--- src/rtl/vic_pkg.sv ---
package vic_pkg;
  localparam int NUM_SRC  = 5;
  localparam int NUM_FLAG = 6;
  localparam int NUM_EXT  = 2;
  localparam int SRC_W    = $clog2(NUM_SRC);
  localparam int DATA_W   = 8;
  localparam int GLB_BIT  = 7;

  // flag bit positions
  localparam int FB_EXT0 = 0;
  localparam int FB_TMR0 = 1;
  localparam int FB_EXT1 = 2;
  localparam int FB_TMR1 = 3;
  localparam int FB_RX   = 4;
  localparam int FB_TX   = 5;

  // source indices (poll order)
  localparam int SI_EXT0 = 0;
  localparam int SI_TMR0 = 1;
  localparam int SI_EXT1 = 2;
  localparam int SI_TMR1 = 3;
  localparam int SI_SER  = 4;

  // in-service level bits
  localparam int LVL_LO = 0;
  localparam int LVL_HI = 1;

  typedef enum logic [1:0] {
    RSEL_FLAG  = 2'd0,
    RSEL_ENA   = 2'd1,
    RSEL_PRI   = 2'd2,
    RSEL_SENSE = 2'd3
  } rsel_e;
endpackage

--- src/rtl/vic_pin_sense.sv ---
module vic_pin_sense #(
  parameter int SYNC_STAGES = 2
) (
  input  logic clk,
  input  logic rst_n,
  input  logic pin,
  input  logic edge_mode,
  output logic hit
);
  logic [SYNC_STAGES-1:0] sync_q, sync_d;
  logic prev_q, prev_d;
  logic cur;

  always_comb begin
    sync_d = {sync_q[SYNC_STAGES-2:0], pin};
    cur    = sync_q[SYNC_STAGES-1];
    prev_d = cur;
    hit    = edge_mode ? (prev_q & ~cur) : ~cur;
  end

  always_ff @(posedge clk or negedge rst_n) begin
    if (!rst_n) begin
      sync_q <= '1;
      prev_q <= 1'b1;
    end else begin
      sync_q <= sync_d;
      prev_q <= prev_d;
    end
  end
endmodule

--- src/rtl/vic_flag_bank.sv ---
module vic_flag_bank
  import vic_pkg::*;
(
  input  logic                clk,
  input  logic                rst_n,
  input  logic [NUM_FLAG-1:0] hw_set,
  input  logic                sw_we,
  input  logic [NUM_FLAG-1:0] sw_val,
  input  logic [NUM_FLAG-1:0] ack_clr,
  output logic [NUM_FLAG-1:0] flags_q
);
  logic [NUM_FLAG-1:0] base, flags_d;

  always_comb begin
    base    = sw_we ? sw_val : flags_q;
    flags_d = (base & ~ack_clr) | hw_set;
  end

  always_ff @(posedge clk or negedge rst_n) begin
    if (!rst_n) flags_q <= '0;
    else        flags_q <= flags_d;
  end
endmodule

--- src/rtl/vic_arbiter.sv ---
module vic_arbiter
  import vic_pkg::*;
(
  input  logic [NUM_SRC-1:0] live,
  input  logic [NUM_SRC-1:0] pri,
  input  logic [1:0]         busy,
  output logic               grant,
  output logic [SRC_W-1:0]   idx,
  output logic               idx_hi
);
  logic [NUM_SRC-1:0] hi_set, lo_set;
  logic [SRC_W-1:0]   hi_idx, lo_idx;
  logic               hi_ok, lo_ok;

  always_comb begin
    hi_set = live & pri;
    lo_set = live & ~pri;
    hi_idx = '0;
    lo_idx = '0;
    for (int i = NUM_SRC-1; i >= 0; i--) begin
      if (hi_set[i]) hi_idx = SRC_W'(i);
      if (lo_set[i]) lo_idx = SRC_W'(i);
    end
    hi_ok  = !busy[LVL_HI];
    lo_ok  = !busy[LVL_HI] && !busy[LVL_LO];
    grant  = 1'b0;
    idx    = '0;
    idx_hi = 1'b0;
    if (hi_ok && (|hi_set)) begin
      grant  = 1'b1;
      idx    = hi_idx;
      idx_hi = 1'b1;
    end else if (lo_ok && (|lo_set)) begin
      grant  = 1'b1;
      idx    = lo_idx;
    end
  end
endmodule

--- src/rtl/vic_level_track.sv ---
module vic_level_track
  import vic_pkg::*;
(
  input  logic       clk,
  input  logic       rst_n,
  input  logic       take,
  input  logic       take_hi,
  input  logic       release_i,
  output logic [1:0] busy_q
);
  logic [1:0] busy_d;

  always_comb begin
    busy_d = busy_q;
    if (release_i) begin
      if (busy_q[LVL_HI]) busy_d[LVL_HI] = 1'b0;
      else                busy_d[LVL_LO] = 1'b0;
    end
    if (take) busy_d[take_hi] = 1'b1;
  end

  always_ff @(posedge clk or negedge rst_n) begin
    if (!rst_n) busy_q <= '0;
    else        busy_q <= busy_d;
  end
endmodule

--- src/rtl/vic_ctrl.sv ---
module vic_ctrl
  import vic_pkg::*;
#(
  parameter int SYNC_STAGES = 2,
  parameter int VEC_BASE    = 3,
  parameter int VEC_STEP    = 8
) (
  input  logic               clk,
  input  logic               rst_n,
  input  logic [NUM_EXT-1:0] ext_pin,
  input  logic [1:0]         tmr_ovf,
  input  logic               ser_rx_done,
  input  logic               ser_tx_done,
  input  logic               reg_we,
  input  logic [1:0]         reg_addr,
  input  logic [DATA_W-1:0]  reg_wdata,
  output logic [DATA_W-1:0]  reg_rdata,
  output logic               irq_req,
  output logic [DATA_W-1:0]  irq_vec,
  input  logic               irq_ack,
  input  logic               irq_ret
);
  // reset: asynchronous assert, synchronous release
  logic [1:0] rst_pipe_q;
  logic       rst_n_int;

  always_ff @(posedge clk or negedge rst_n) begin
    if (!rst_n) rst_pipe_q <= '0;
    else        rst_pipe_q <= {rst_pipe_q[0], 1'b1};
  end
  assign rst_n_int = rst_pipe_q[1];

  // configuration registers
  logic [NUM_SRC-1:0] ena_q, ena_d, pri_q, pri_d;
  logic               glb_q, glb_d;
  logic [NUM_EXT-1:0] sense_q, sense_d;
  logic               we_flag, we_ena, we_pri, we_sense;
  rsel_e              rsel;
  logic               wdata_unused;

  assign wdata_unused = reg_wdata[6];

  always_comb begin
    rsel     = rsel_e'(reg_addr);
    we_flag  = reg_we && (rsel == RSEL_FLAG);
    we_ena   = reg_we && (rsel == RSEL_ENA);
    we_pri   = reg_we && (rsel == RSEL_PRI);
    we_sense = reg_we && (rsel == RSEL_SENSE);
    ena_d    = we_ena   ? reg_wdata[NUM_SRC-1:0] : ena_q;
    glb_d    = we_ena   ? reg_wdata[GLB_BIT]     : glb_q;
    pri_d    = we_pri   ? reg_wdata[NUM_SRC-1:0] : pri_q;
    sense_d  = we_sense ? reg_wdata[NUM_EXT-1:0] : sense_q;
  end

  always_ff @(posedge clk or negedge rst_n_int) begin
    if (!rst_n_int) begin
      ena_q   <= '0;
      glb_q   <= 1'b0;
      pri_q   <= '0;
      sense_q <= '0;
    end else begin
      ena_q   <= ena_d;
      glb_q   <= glb_d;
      pri_q   <= pri_d;
      sense_q <= sense_d;
    end
  end

  // external pin sensing
  logic [NUM_EXT-1:0] ext_hit;

  for (genvar g = 0; g < NUM_EXT; g++) begin : g_pin
    vic_pin_sense #(.SYNC_STAGES(SYNC_STAGES)) u_sense (
      .clk       (clk),
      .rst_n     (rst_n_int),
      .pin       (ext_pin[g]),
      .edge_mode (sense_q[g]),
      .hit       (ext_hit[g])
    );
  end

  // flags, arbitration, in-service tracking
  logic [NUM_FLAG-1:0] hw_set, ack_clr, flags_q;
  logic [NUM_SRC-1:0]  pend, live;
  logic                grant, win_hi, take;
  logic [SRC_W-1:0]    win_idx;
  logic [1:0]          busy_q;

  always_comb begin
    hw_set          = '0;
    hw_set[FB_EXT0] = ext_hit[0];
    hw_set[FB_TMR0] = tmr_ovf[0];
    hw_set[FB_EXT1] = ext_hit[1];
    hw_set[FB_TMR1] = tmr_ovf[1];
    hw_set[FB_RX]   = ser_rx_done;
    hw_set[FB_TX]   = ser_tx_done;

    pend          = '0;
    pend[SI_EXT0] = flags_q[FB_EXT0];
    pend[SI_TMR0] = flags_q[FB_TMR0];
    pend[SI_EXT1] = flags_q[FB_EXT1];
    pend[SI_TMR1] = flags_q[FB_TMR1];
    pend[SI_SER]  = flags_q[FB_RX] | flags_q[FB_TX];
    live          = pend & ena_q & {NUM_SRC{glb_q}};

    take    = irq_ack && grant;
    ack_clr = '0;
    if (take) begin
      case (int'(win_idx))
        SI_EXT0: ack_clr[FB_EXT0] = sense_q[0];
        SI_TMR0: ack_clr[FB_TMR0] = 1'b1;
        SI_EXT1: ack_clr[FB_EXT1] = sense_q[1];
        SI_TMR1: ack_clr[FB_TMR1] = 1'b1;
        default: ack_clr = '0;
      endcase
    end
  end

  vic_flag_bank u_flags (
    .clk     (clk),
    .rst_n   (rst_n_int),
    .hw_set  (hw_set),
    .sw_we   (we_flag),
    .sw_val  (reg_wdata[NUM_FLAG-1:0]),
    .ack_clr (ack_clr),
    .flags_q (flags_q)
  );

  vic_arbiter u_arb (
    .live   (live),
    .pri    (pri_q),
    .busy   (busy_q),
    .grant  (grant),
    .idx    (win_idx),
    .idx_hi (win_hi)
  );

  vic_level_track u_lvl (
    .clk       (clk),
    .rst_n     (rst_n_int),
    .take      (take),
    .take_hi   (win_hi),
    .release_i (irq_ret),
    .busy_q    (busy_q)
  );

  // outputs
  always_comb begin
    irq_req = grant;
    irq_vec = grant ? DATA_W'(VEC_BASE + VEC_STEP * int'(win_idx)) : '0;
    reg_rdata = '0;
    case (rsel)
      RSEL_FLAG:  reg_rdata[NUM_FLAG-1:0] = flags_q;
      RSEL_ENA: begin
        reg_rdata[NUM_SRC-1:0] = ena_q;
        reg_rdata[GLB_BIT]     = glb_q;
      end
      RSEL_PRI:   reg_rdata[NUM_SRC-1:0] = pri_q;
      RSEL_SENSE: reg_rdata[NUM_EXT-1:0] = sense_q;
      default:    reg_rdata = '0;
    endcase
  end
endmodule

--- config.mk ---
export PLATFORM = sky130hd
export DESIGN_NAME = vic_ctrl
export DESIGN_NICKNAME = d
export VERILOG_FILES = /design/src/rtl/vic_pkg.sv /design/src/rtl/vic_pin_sense.sv /design/src/rtl/vic_flag_bank.sv /design/src/rtl/vic_arbiter.sv /design/src/rtl/vic_level_track.sv /design/src/rtl/vic_ctrl.sv
export SDC_FILE = /design/constraint.sdc
export NUM_CORES = 1
export LEC_CHECK = 0
export BUFFER_PORTS_ARGS = -buffer_cell sky130_fd_sc_hd__buf_2
export CORE_MARGIN = 3
export CORE_UTILIZATION = 30
export DETAILED_ROUTE_END_ITERATION = 8
export RECOVER_POWER = 25
export SETUP_SLACK_MARGIN = 0.1
export SYNTH_ARGS = -nofsm -noshare
export SYNTH_HDL_FRONTEND = slang
export SYNTH_SLANG_ARGS = --single-unit
--- constraint.sdc ---
create_clock -name clk -period 2.47 [get_ports clk]
set_clock_uncertainty 0.15 [all_clocks]
set_input_delay 0.3705 -clock clk [delete_from_list [all_inputs] [get_ports clk]]
set_output_delay 0.3705 -clock clk [all_outputs]
set_load 0.01 [all_outputs]
==> results of run 1 <==
## logic make-up (layout without fill, tap and decap cells)
kind of cell | Yosys count | after routing | share of synthesized area
simple gates | 45 | 45 | 0.189
compound gates | 31 | 31 | 0.162
flops | 29 | 29 | 0.440
mux | 21 | 21 | 0.152
other cells | 2 | 5 | 0.00451
buf+inv | 15 | 58 | 0.0526
## critical path, delay by kind of cell, from the launching register on
family | cells | cell delay (ns)
and+or+nand+nor | 1 | 0.29
AOI/OAI and AO/OA | 3 | 0.67
buffers and inverters | 1 | 0.13
DFF | 1 | 0.42
## per-stage QoR
| step | cell area (um2) | hold WS, ns | std cells | power, mW |
|---|---|---|---|---|
| detailed placement | 1890 | 0.00860 | 243 | 1.22 |
| finish | 2130 | 0.0393 | 259 | 1.74 |
| floorplan | 1680 | -0.0751 | 146 | 1.06 |
| global route | 2130 | 0.0294 | 259 | 1.85 |
| global placement | 1890 | 0.00712 | 243 | 1.21 |
| CTS | 2060 | 0.0321 | 258 | 1.68 |
## cells in the final DEF (no fill, tap or decap), types with 3 or more instances in the layout
| cell | netlist | routed |
|---|---|---|
| buf_2 | 1 | 30 |
| dfrtp_1 | 23 | 22 |
| mux2_2 | 14 | 14 |
| buf_4 | 6 | 10 |
| o21ai_0 | 8 | 8 |
| nand4_1 | 6 | 6 |
| nand2_1 | 6 | 6 |
| nor2b_1 | 6 | 6 |
| clkbuf_8 | 0 | 6 |
| dfstp_2 | 6 | 6 |
| inv_1 | 5 | 5 |
| mux2i_1 | 5 | 5 |
| conb_1 | 2 | 5 |
| clkbuf_1 | 2 | 4 |
| a41oi_1 | 4 | 3 |
| a21oi_1 | 3 | 3 |
## worst paths after layout
check                                         from                                    to  slack, ns  cells after the start
max                           pri_q[2]$_DFFE_PN0P_                            irq_vec[3]       0.15                      5
min                                     ext_pin[1]  g_pin[1].u_sense.sync_q[0]$_DFF_PN1_       0.04                      1
max reg2reg                      glb_q$_DFFE_PN0P_          u_flags.flags_q[0]$_DFF_PN0_       0.38                      7
min reg2reg                rst_pipe_q[0]$_DFF_PN0_               rst_pipe_q[1]$_DFF_PN0_       0.20                      0
max in group asynchronous  rst_pipe_q[1]$_DFF_PN0_                     glb_q$_DFFE_PN0P_       0.67                      1
min in group asynchronous                    rst_n               rst_pipe_q[0]$_DFF_PN0_       0.25                      2
## per-layer routing
metal,global-route usage,wire length [um],up-vias
li1,-,-,629
met1,0.165,1790,648
met2,0.222,1970,27
met3,0.0303,128,11
met4,0.0355,94,0
met5,0,0,-
## registers in the layout (all words and copies together) (netlist names)
| register | cells |
|---|---|
| u_flags.flags_q | 6 |
| ena_q | 5 |
| pri_q | 5 |
| g_pin.u_sense.sync_q | 4 |
| g_pin.u_sense.prev_q | 2 |
| rst_pipe_q | 2 |
| sense_q | 2 |
| u_lvl.busy_q | 2 |
| glb_q | 1 |
## cells in the mapped netlist, drive strengths merged (3+ instances only)
cell,count
nor3b,3
o211ai,3
nand4,6
a41oi,5
inv,5
nor2b,6
a21oi,3
mux2i,5
nand4b,4
mux2,14
nor2,4
buf,8
nand2,6
o21ai,9
dfrtp,23
dfstp,6
## power breakdown
group	switching [mW]	total (mW)	internal (mW)	leakage, nW
Clock	0.176	0.403	0.227	0.0455
Sequential	0.0843	0.636	0.552	0.321
Combinational	0.364	0.701	0.338	0.520
## area by class of cell
type	count	area [um2]
sequential	29	734
tap	70	87.6
inverter	5	18.8
multi-input combinational	102	930
fill	509	3100
clock buffer	8	90.1
timing repair buffer	45	274
## what timing repair did
action,CTS,global route
endpoints found under the hold margin,2,0
pin swaps,3,6
resized for setup,3,13
setup endpoints to repair,6,5
hold buffers,1,0
buffers inserted,6,1
==> qor.yml, run 1 <==
die:
  die_height_um: 80.5
  io_pins: 38
  rows: 26
  core_mm2: 0.00524
  initial_core_util: 0.318
  die-area_mm2: 0.00649
  die_w_um: 80.5
logic_synthesis:
  yosysUniqueCellTypes: 49
  yosysWarnings: 0
  synth_top_area_frac: 0.345
  async_reset_ff_frac: 1.00
  syn-cell-area_mm2: 0.00167
  synth_cells: 143
  synth_area_leader_cell: "dfrtp_1"
  netlist_top_cells_area: "dfrtp_1, dfstp_2, mux2_2"
  synth_flop_cell: "dfrtp_1"
  synth-edff-count: 0
  synth-seq-cells: 29
  postSynthAreaPerCell_um2: 11.7
  ys_seq_area_frac: 0.440
sta:
  tns_ns: 0
  finalMaxSlewViolations: 0
  finalSetupViolCount: 0
  hold_violations: 0
  worst_slew_pin_slew_ns: 1.48
  relSlewSlack: 0.0114
  fmax_ghz: 0.432
  min_period_ns: 2.32
  fin_crit_sh: 0.937
  setup_slack_ns: 0.155
  rsz0062_at_grt: "true"
min_path:
  min_path_type: "input pin to flop"
power_and_ir_drop:
  p_leak_nw: 0.887
  p_per_area_mw_per_mm2: 815
  ir_worst_vdd_v: 0.000474
setup_path:
  critPathKind: "flop to output pin"
  arrival_ns: 1.79
  end_kind: "output pin"
  start_kind: "flop"
  path_max_fanout: 6
  crit_required_ns: 1.95
  crit_path_top_delay_cell: "dfrtp_1"
  crit_path_max_incr_delay_ns: 0.42
  cp_cell_sequence: "nand4b_2 > a41oi_2 > o211ai_2 > o21bai_4 > buf_6"
drt:
  drt-pass1-iter-count: 4
  drt_iter0_drc: 52
  antenna_left: 0
  drt-wirelength-per-cell_um: 15.4
  via_count: 1315
  routed_via_density: 5.08
  totalWireLength_um: 3980
  drc: 0
cts:
  cts-root-buf: "clkbuf_8"
  clock_path_buffers: 2
  clock_latency_ns: 0.28
  cts_sinks: 29
  htreeDepth: 2
  cts_tree: "built"
  cts_made_buffers: 5
  clkTransAtPathRegs_ns: 0.06
global_route:
  grt_pass1_wl_um: 6560
  overflow: 0
  grt_pass1_vias: 1313
  antenna_found_initial: 0
  grt_max_degree: 28
  grt_usage: 0.131
layout:
  utilization: 0.408
  diodes: 0
  syn_to_final_growth_pct: 28.1
  nNetsFinal: 209
  drive_gt1_frac: 0.471
place:
  dp_hpwl_um: 2830
  io_buffers: 32
  place.gp.congestion: 0.890
  pre_cts_ws_ns: 0.134
run_status:
  status: "finished, final reports clean"
flow_run:
  maxCapViolCount: 0
No activity file was read; power rests on OpenSTA's default activity.
==> run 2, diff against run 1 <==
Settings changed: GPL_ROUTABILITY_DRIVEN set to 0.
Clock period 2.47 ns to 2.95 ns, I/O delays scaled along.
==> qor.yml, run 2 (synthesis gave the netlist of run 1 again) <==
sta:
  finalSetupViolCount: 0
  holdWs_ns: 0.115
  tns_ns: 0
  rsz0062_at_grt: "false"
  fmax_ghz: 0.385
  min_period_ns: 2.60
  hold_violations: 0
  relSlewSlack: 0.333
  finalMaxSlewViolations: 0
  worst_slew_pin_slew_ns: 1.00
  setup_slack_ns: 0.353
  fin_crit_sh: 0.880
setup_path:
  path_max_fanout: 15
  crit_path_max_incr_delay_ns: 0.52
  startpoint: "glb_q$_DFFE_PN0P_"
  end_kind: "output pin"
  start_kind: "flop"
  arrival_ns: 2.00
  path_buf_inv: 1
  crit_required_ns: 2.36
  cp_cell_sequence: "nand4_1 > a41oi_2 > o41ai_4 > buf_2"
  crit_path_top_delay_cell: "dfrtp_2"
  r2r_start: "glb_q$_DFFE_PN0P_"
  crit_family: "compound AO/OA/AOI/OAI gates"
  critPathKind: "flop to output pin"
flow_run:
  maxCapViolCount: 0
layout:
  reg_top3: "u_flags.flags_q x6, ena_q x5, pri_q x5"
  syn_to_final_growth_pct: 19.3
  nNetsFinal: 199
  layout_commonest_cell: "buf_2"
  diodes: 0
  layout_common_cells: "buf_2, dfrtp_1, mux2_2"
  largest-register: "u_flags.flags_q"
  largest_reg_flops: 6
  fillCellCount: 516
  utilization: 0.380
  multi_input_area_um2: 857
  drive_gt1_frac: 0.402
  seqCellArea_um2: 734
power_and_ir_drop:
  internal_power_mw: 0.923
  switching_power_mw: 0.468
  comb_power_share: 0.319
  swShare: 0.336
  ir_worst_vdd_v: 0.000434
  p_leak_nw: 0.819
  p_per_area_mw_per_mm2: 700
  seq_power_share: 0.397
  power.share.clock: 0.283
place:
  pre_cts_ws_ns: 0.544
  dp_hpwl_um: 2740
  io_buffers: 32
die:
  die_w_um: 80.5
  io_pins: 38
  core_mm2: 0.00524
  die-area_mm2: 0.00649
  rows: 26
  die_height_um: 80.5
  initial_core_util: 0.318
drt:
  wl_met1_um: 1680
  routed_via_density: 5.09
  routed-wl-met3_um: 154
  drc: 0
  routed-wl-met2_um: 1760
  drt_iter0_drc: 36
  via_count: 1267
  antenna_left: 0
  drt-pass1-iter-count: 4
  top_layer: "met4"
  totalWireLength_um: 3610
  drt-wirelength-per-cell_um: 14.5
cts:
  cts_sinks: 29
  clock_path_buffers: 2
  cts-root-buf: "clkbuf_8"
  clock_latency_ns: 0.28
  clkTransAtPathRegs_ns: 0.06
  htreeDepth: 2
  cts_made_buffers: 5
  cts_tree: "built"
  post_cts_buffers: 0
global_route:
  overflow: 0
  grt_usage: 0.118
  grt_pass1_vias: 1211
  grt_max_degree: 25
  grt_pass1_wl_um: 5910
  antenna_found_initial: 0
min_path:
  hold_start: "ext_pin[1]"
  min_path_type: "input pin to flop"
run_status:
  status: "finished, final reports clean"
==> run 2: changes by cell type in the layout (fill, tap and decap cells not counted), sizes merged <==
cell	delta
clkinv	+1
clkbuf	-2
buf	-10
bufinv	+1
==> run 2: final timing paths <==
path / to / slack, ns / cells after the start
min reg2reg: rst_pipe_q[1]$_DFF_PN0_ / 0.20 / 0
min in group asynchronous: sense_q[1]$_DFFE_PN0P_ / 0.27 / 0
min: g_pin[1].u_sense.sync_q[0]$_DFF_PN1_ / 0.12 / 1
max: irq_vec[4] / 0.35 / 4
max in group asynchronous: g_pin[0].u_sense.prev_q$_DFF_PN1_ / 1.65 / 1
max reg2reg: u_flags.flags_q[3]$_DFF_PN0_ / 0.82 / 5
==> run 2: power by group through the flow <==
| stage | Sequential [mW] | Combinational, mW | Clock [mW] |
|---|---|---|---|
| 2_1_floorplan | 0.516 | 0.375 | 0 |
| 3_3_place_gp | 0.556 | 0.444 | 0 |
| 3_5_place_dp | 0.558 | 0.445 | 0 |
| 4_1_cts | 0.552 | 0.449 | 0.406 |
| 5_1_grt | 0.565 | 0.492 | 0.422 |
| 6_report | 0.553 | 0.444 | 0.394 |
==> run 2: repair_timing <==
action                                  CTS  global route
hold buffers                              1             0
endpoints found under the setup margin    0             1
gates resized for setup                   0             1
hold endpoints to repair                  2             0
==> run 2: worst reg2reg max path, cell delays in order, from the launching register on <==
cell and delay (ns):
dfrtp_2 0.53, o211ai_2 0.18, or3b_4 0.42, a41oi_1 0.45
a22oi_1 0.17, o311ai_1 0.11
==> run 2: per-layer routing <==
metal | global-route usage | vias up
met5 | 0 | -
met4 | 0.0304 | 0
met3 | 0.0336 | 2
met2 | 0.199 | 29
met1 | 0.149 | 627
li1 | - | 609
==> run 2: metrics by stage <==
stage	power (mW)	std cells	cell area (um2)
after global routing	1.48	249	1990
after CTS	1.41	249	1990
after detailed placement	1.00	240	1870
after global placement	0.999	240	1870
after floorplan	0.891	146	1680
final	1.39	249	1990
==> run 2: cell type report <==
type / count / share of cell area
Multi-Input combinational cell: 102 / 0.431
Sequential cell: 29 / 0.369
Timing Repair Buffer: 35 / 0.0919
Tap cell: 70 / 0.0441
Clock buffer: 6 / 0.0365
Clock inverter: 2 / 0.0176
Inverter: 5 / 0.00944
==> run 3, diff against run 2 <==
--- a/constraint.sdc
+++ b/constraint.sdc
@@ -4,2 +4,2 @@
 set_output_delay 0.4425 -clock clk [all_outputs]
-set_load 0.01 [all_outputs]
+set_load 0.005 [all_outputs]
==> qor.yml, run 3 (synthesis gave the netlist of run 1 again) <==
drt:
  antenna_left: 0
  via_count: 1281
  routed_via_density: 5.14
  drt_iter0_drc: 75
  drc: 0
  routed-wl-met3_um: 182
  top_layer: "met4"
  drt-wirelength-per-cell_um: 14.7
  routed-wl-met2_um: 1730
  wl_met1_um: 1680
  totalWireLength_um: 3650
  drt-pass1-iter-count: 4
layout:
  largest-register: "u_flags.flags_q"
  layout_common_cells: "buf_2, dfrtp_1, mux2_2"
  largest_reg_flops: 6
  layout_commonest_cell: "buf_2"
  reg_top3: "u_flags.flags_q x6, ena_q x5, pri_q x5"
  syn_to_final_growth_pct: 17.9
  nNetsFinal: 199
  drive_gt1_frac: 0.391
  diodes: 0
sta:
  finalSetupViolCount: 0
  fmax_ghz: 0.384
  hold_violations: 0
  holdWs_ns: 0.107
  rsz0062_at_grt: "false"
  min_period_ns: 2.60
  relSlewSlack: 0.341
  tns_ns: 0
  finalMaxSlewViolations: 0
  worst_slew_pin_slew_ns: 0.989
  fin_crit_sh: 0.882
global_route:
  antenna_found_initial: 0
  grt_max_degree: 25
  grt_usage: 0.124
  grt_pass1_vias: 1266
  overflow: 0
  grt_pass1_wl_um: 6100
setup_path:
  start_kind: "flop"
  r2r_start: "glb_q$_DFFE_PN0P_"
  arrival_ns: 2.01
  reg2reg_to: "u_flags.flags_q[2]$_DFF_PN0_"
  critPathKind: "flop to output pin"
  crit_required_ns: 2.36
  end_kind: "output pin"
  reg2reg_depth: 5
  reg2reg_slack_ns: 0.80
  path_max_fanout: 15
cts:
  htreeDepth: 2
  clock_latency_ns: 0.28
  cts_tree: "built"
  clkTransAtPathRegs_ns: 0.06
  cts_sinks: 29
  cts-root-buf: "clkbuf_8"
  clock_path_buffers: 2
  cts_made_buffers: 5
die:
  die-area_mm2: 0.00649
  initial_core_util: 0.318
  die_height_um: 80.5
  die_w_um: 80.5
  io_pins: 38
  core_mm2: 0.00524
  rows: 26
min_path:
  min_path_type: "input pin to flop"
  holdPathStages: 1
  min_to: "g_pin[1].u_sense.sync_q[0]$_DFF_PN1_"
  hold_start: "ext_pin[1]"
place:
  dp_hpwl_um: 2750
  io_buffers: 32
flow_run:
  maxCapViolCount: 0
power_and_ir_drop:
  p_per_area_mw_per_mm2: 667
  finalPower_mw: 1.31
  p_leak_nw: 0.802
  ir_worst_vdd_v: 0.000387
run_status:
  status: "finished, final reports clean"
[run 3: cell types whose count changed in the layout (fill, tap and decap cells not counted)]
cell / previous run / this run
clkbuf_8: 5 / 6
clkinv_2: 1 / 0
nor3b_1: 2 / 3
nor3b_2: 1 / 0
buf_4: 2 / 1
clkbuf_1: 3 / 4
bufinv_16: 1 / 0
clkinvlp_4: 0 / 1
[run 3: critical path, stage by stage (launching register included)]
cell     delay (ns)
dfrtp_2        0.52
nand4_1        0.26
a41oi_2        0.25
o41ai_4        0.50
buf_2          0.19
[run 3: layout make-up]
class                      count  area (um2)
fill                         515        3270
timing repair buffer          35         179
sequential                    29         734
multi-input combinational    102         852
clock inverter                 1        7.51
clock buffer                   7        86.3
inverter                       5        18.8
tap                           70        87.6
[run 3: per-stage QoR]
step | area (um2) | utilization | cells | worst slack (ns)
floorplan | 1680 | - | 146 | 1.01
global placement | 1870 | 0.357 | 240 | 0.587
detailed placement | 1870 | 0.357 | 240 | 0.560
CTS | 1980 | 0.377 | 249 | 0.229
global route | 1970 | 0.375 | 249 | 0.235
finish | 1970 | 0.375 | 249 | 0.349
[run 3: how the worst max path moves through the flow]
stage                                   start    endpoint  slack (ns)  depth (start not counted)
floorplan           u_lvl.busy_q[1]$_DFF_PN0_  irq_vec[3]        1.01                          5
global placement            glb_q$_DFFE_PN0P_  irq_vec[3]        0.59                          5
detailed placement          glb_q$_DFFE_PN0P_  irq_vec[3]        0.56                          5
CTS                         glb_q$_DFFE_PN0P_  irq_vec[3]        0.23                          5
global route                glb_q$_DFFE_PN0P_  irq_vec[4]        0.23                          4
finish                      glb_q$_DFFE_PN0P_  irq_vec[4]        0.35                          4
[run 3: timing repair]
action / in CTS / in global routing
setup buffers: 0 / 0
hold buffers: 1 / 0
endpoints found under the hold margin: 2 / 0
setup endpoints to repair: 0 / 4
gates resized for setup: 0 / 1
[run 3: metal layers]
| layer | track usage | vias up |
|---|---|---|
| met5 | 0 | - |
| met4 | 0.0473 | 0 |
| met3 | 0.0381 | 8 |
| met2 | 0.197 | 30 |
| met1 | 0.156 | 629 |
| li1 | - | 614 |
[run 3: power by group]
group / total, mW / leakage, nW / switching [mW] / internal [mW]
Clock: 0.339 / 0.0445 / 0.150 / 0.189
Sequential: 0.552 / 0.321 / 0.0905 / 0.461
Combinational: 0.420 / 0.437 / 0.210 / 0.210
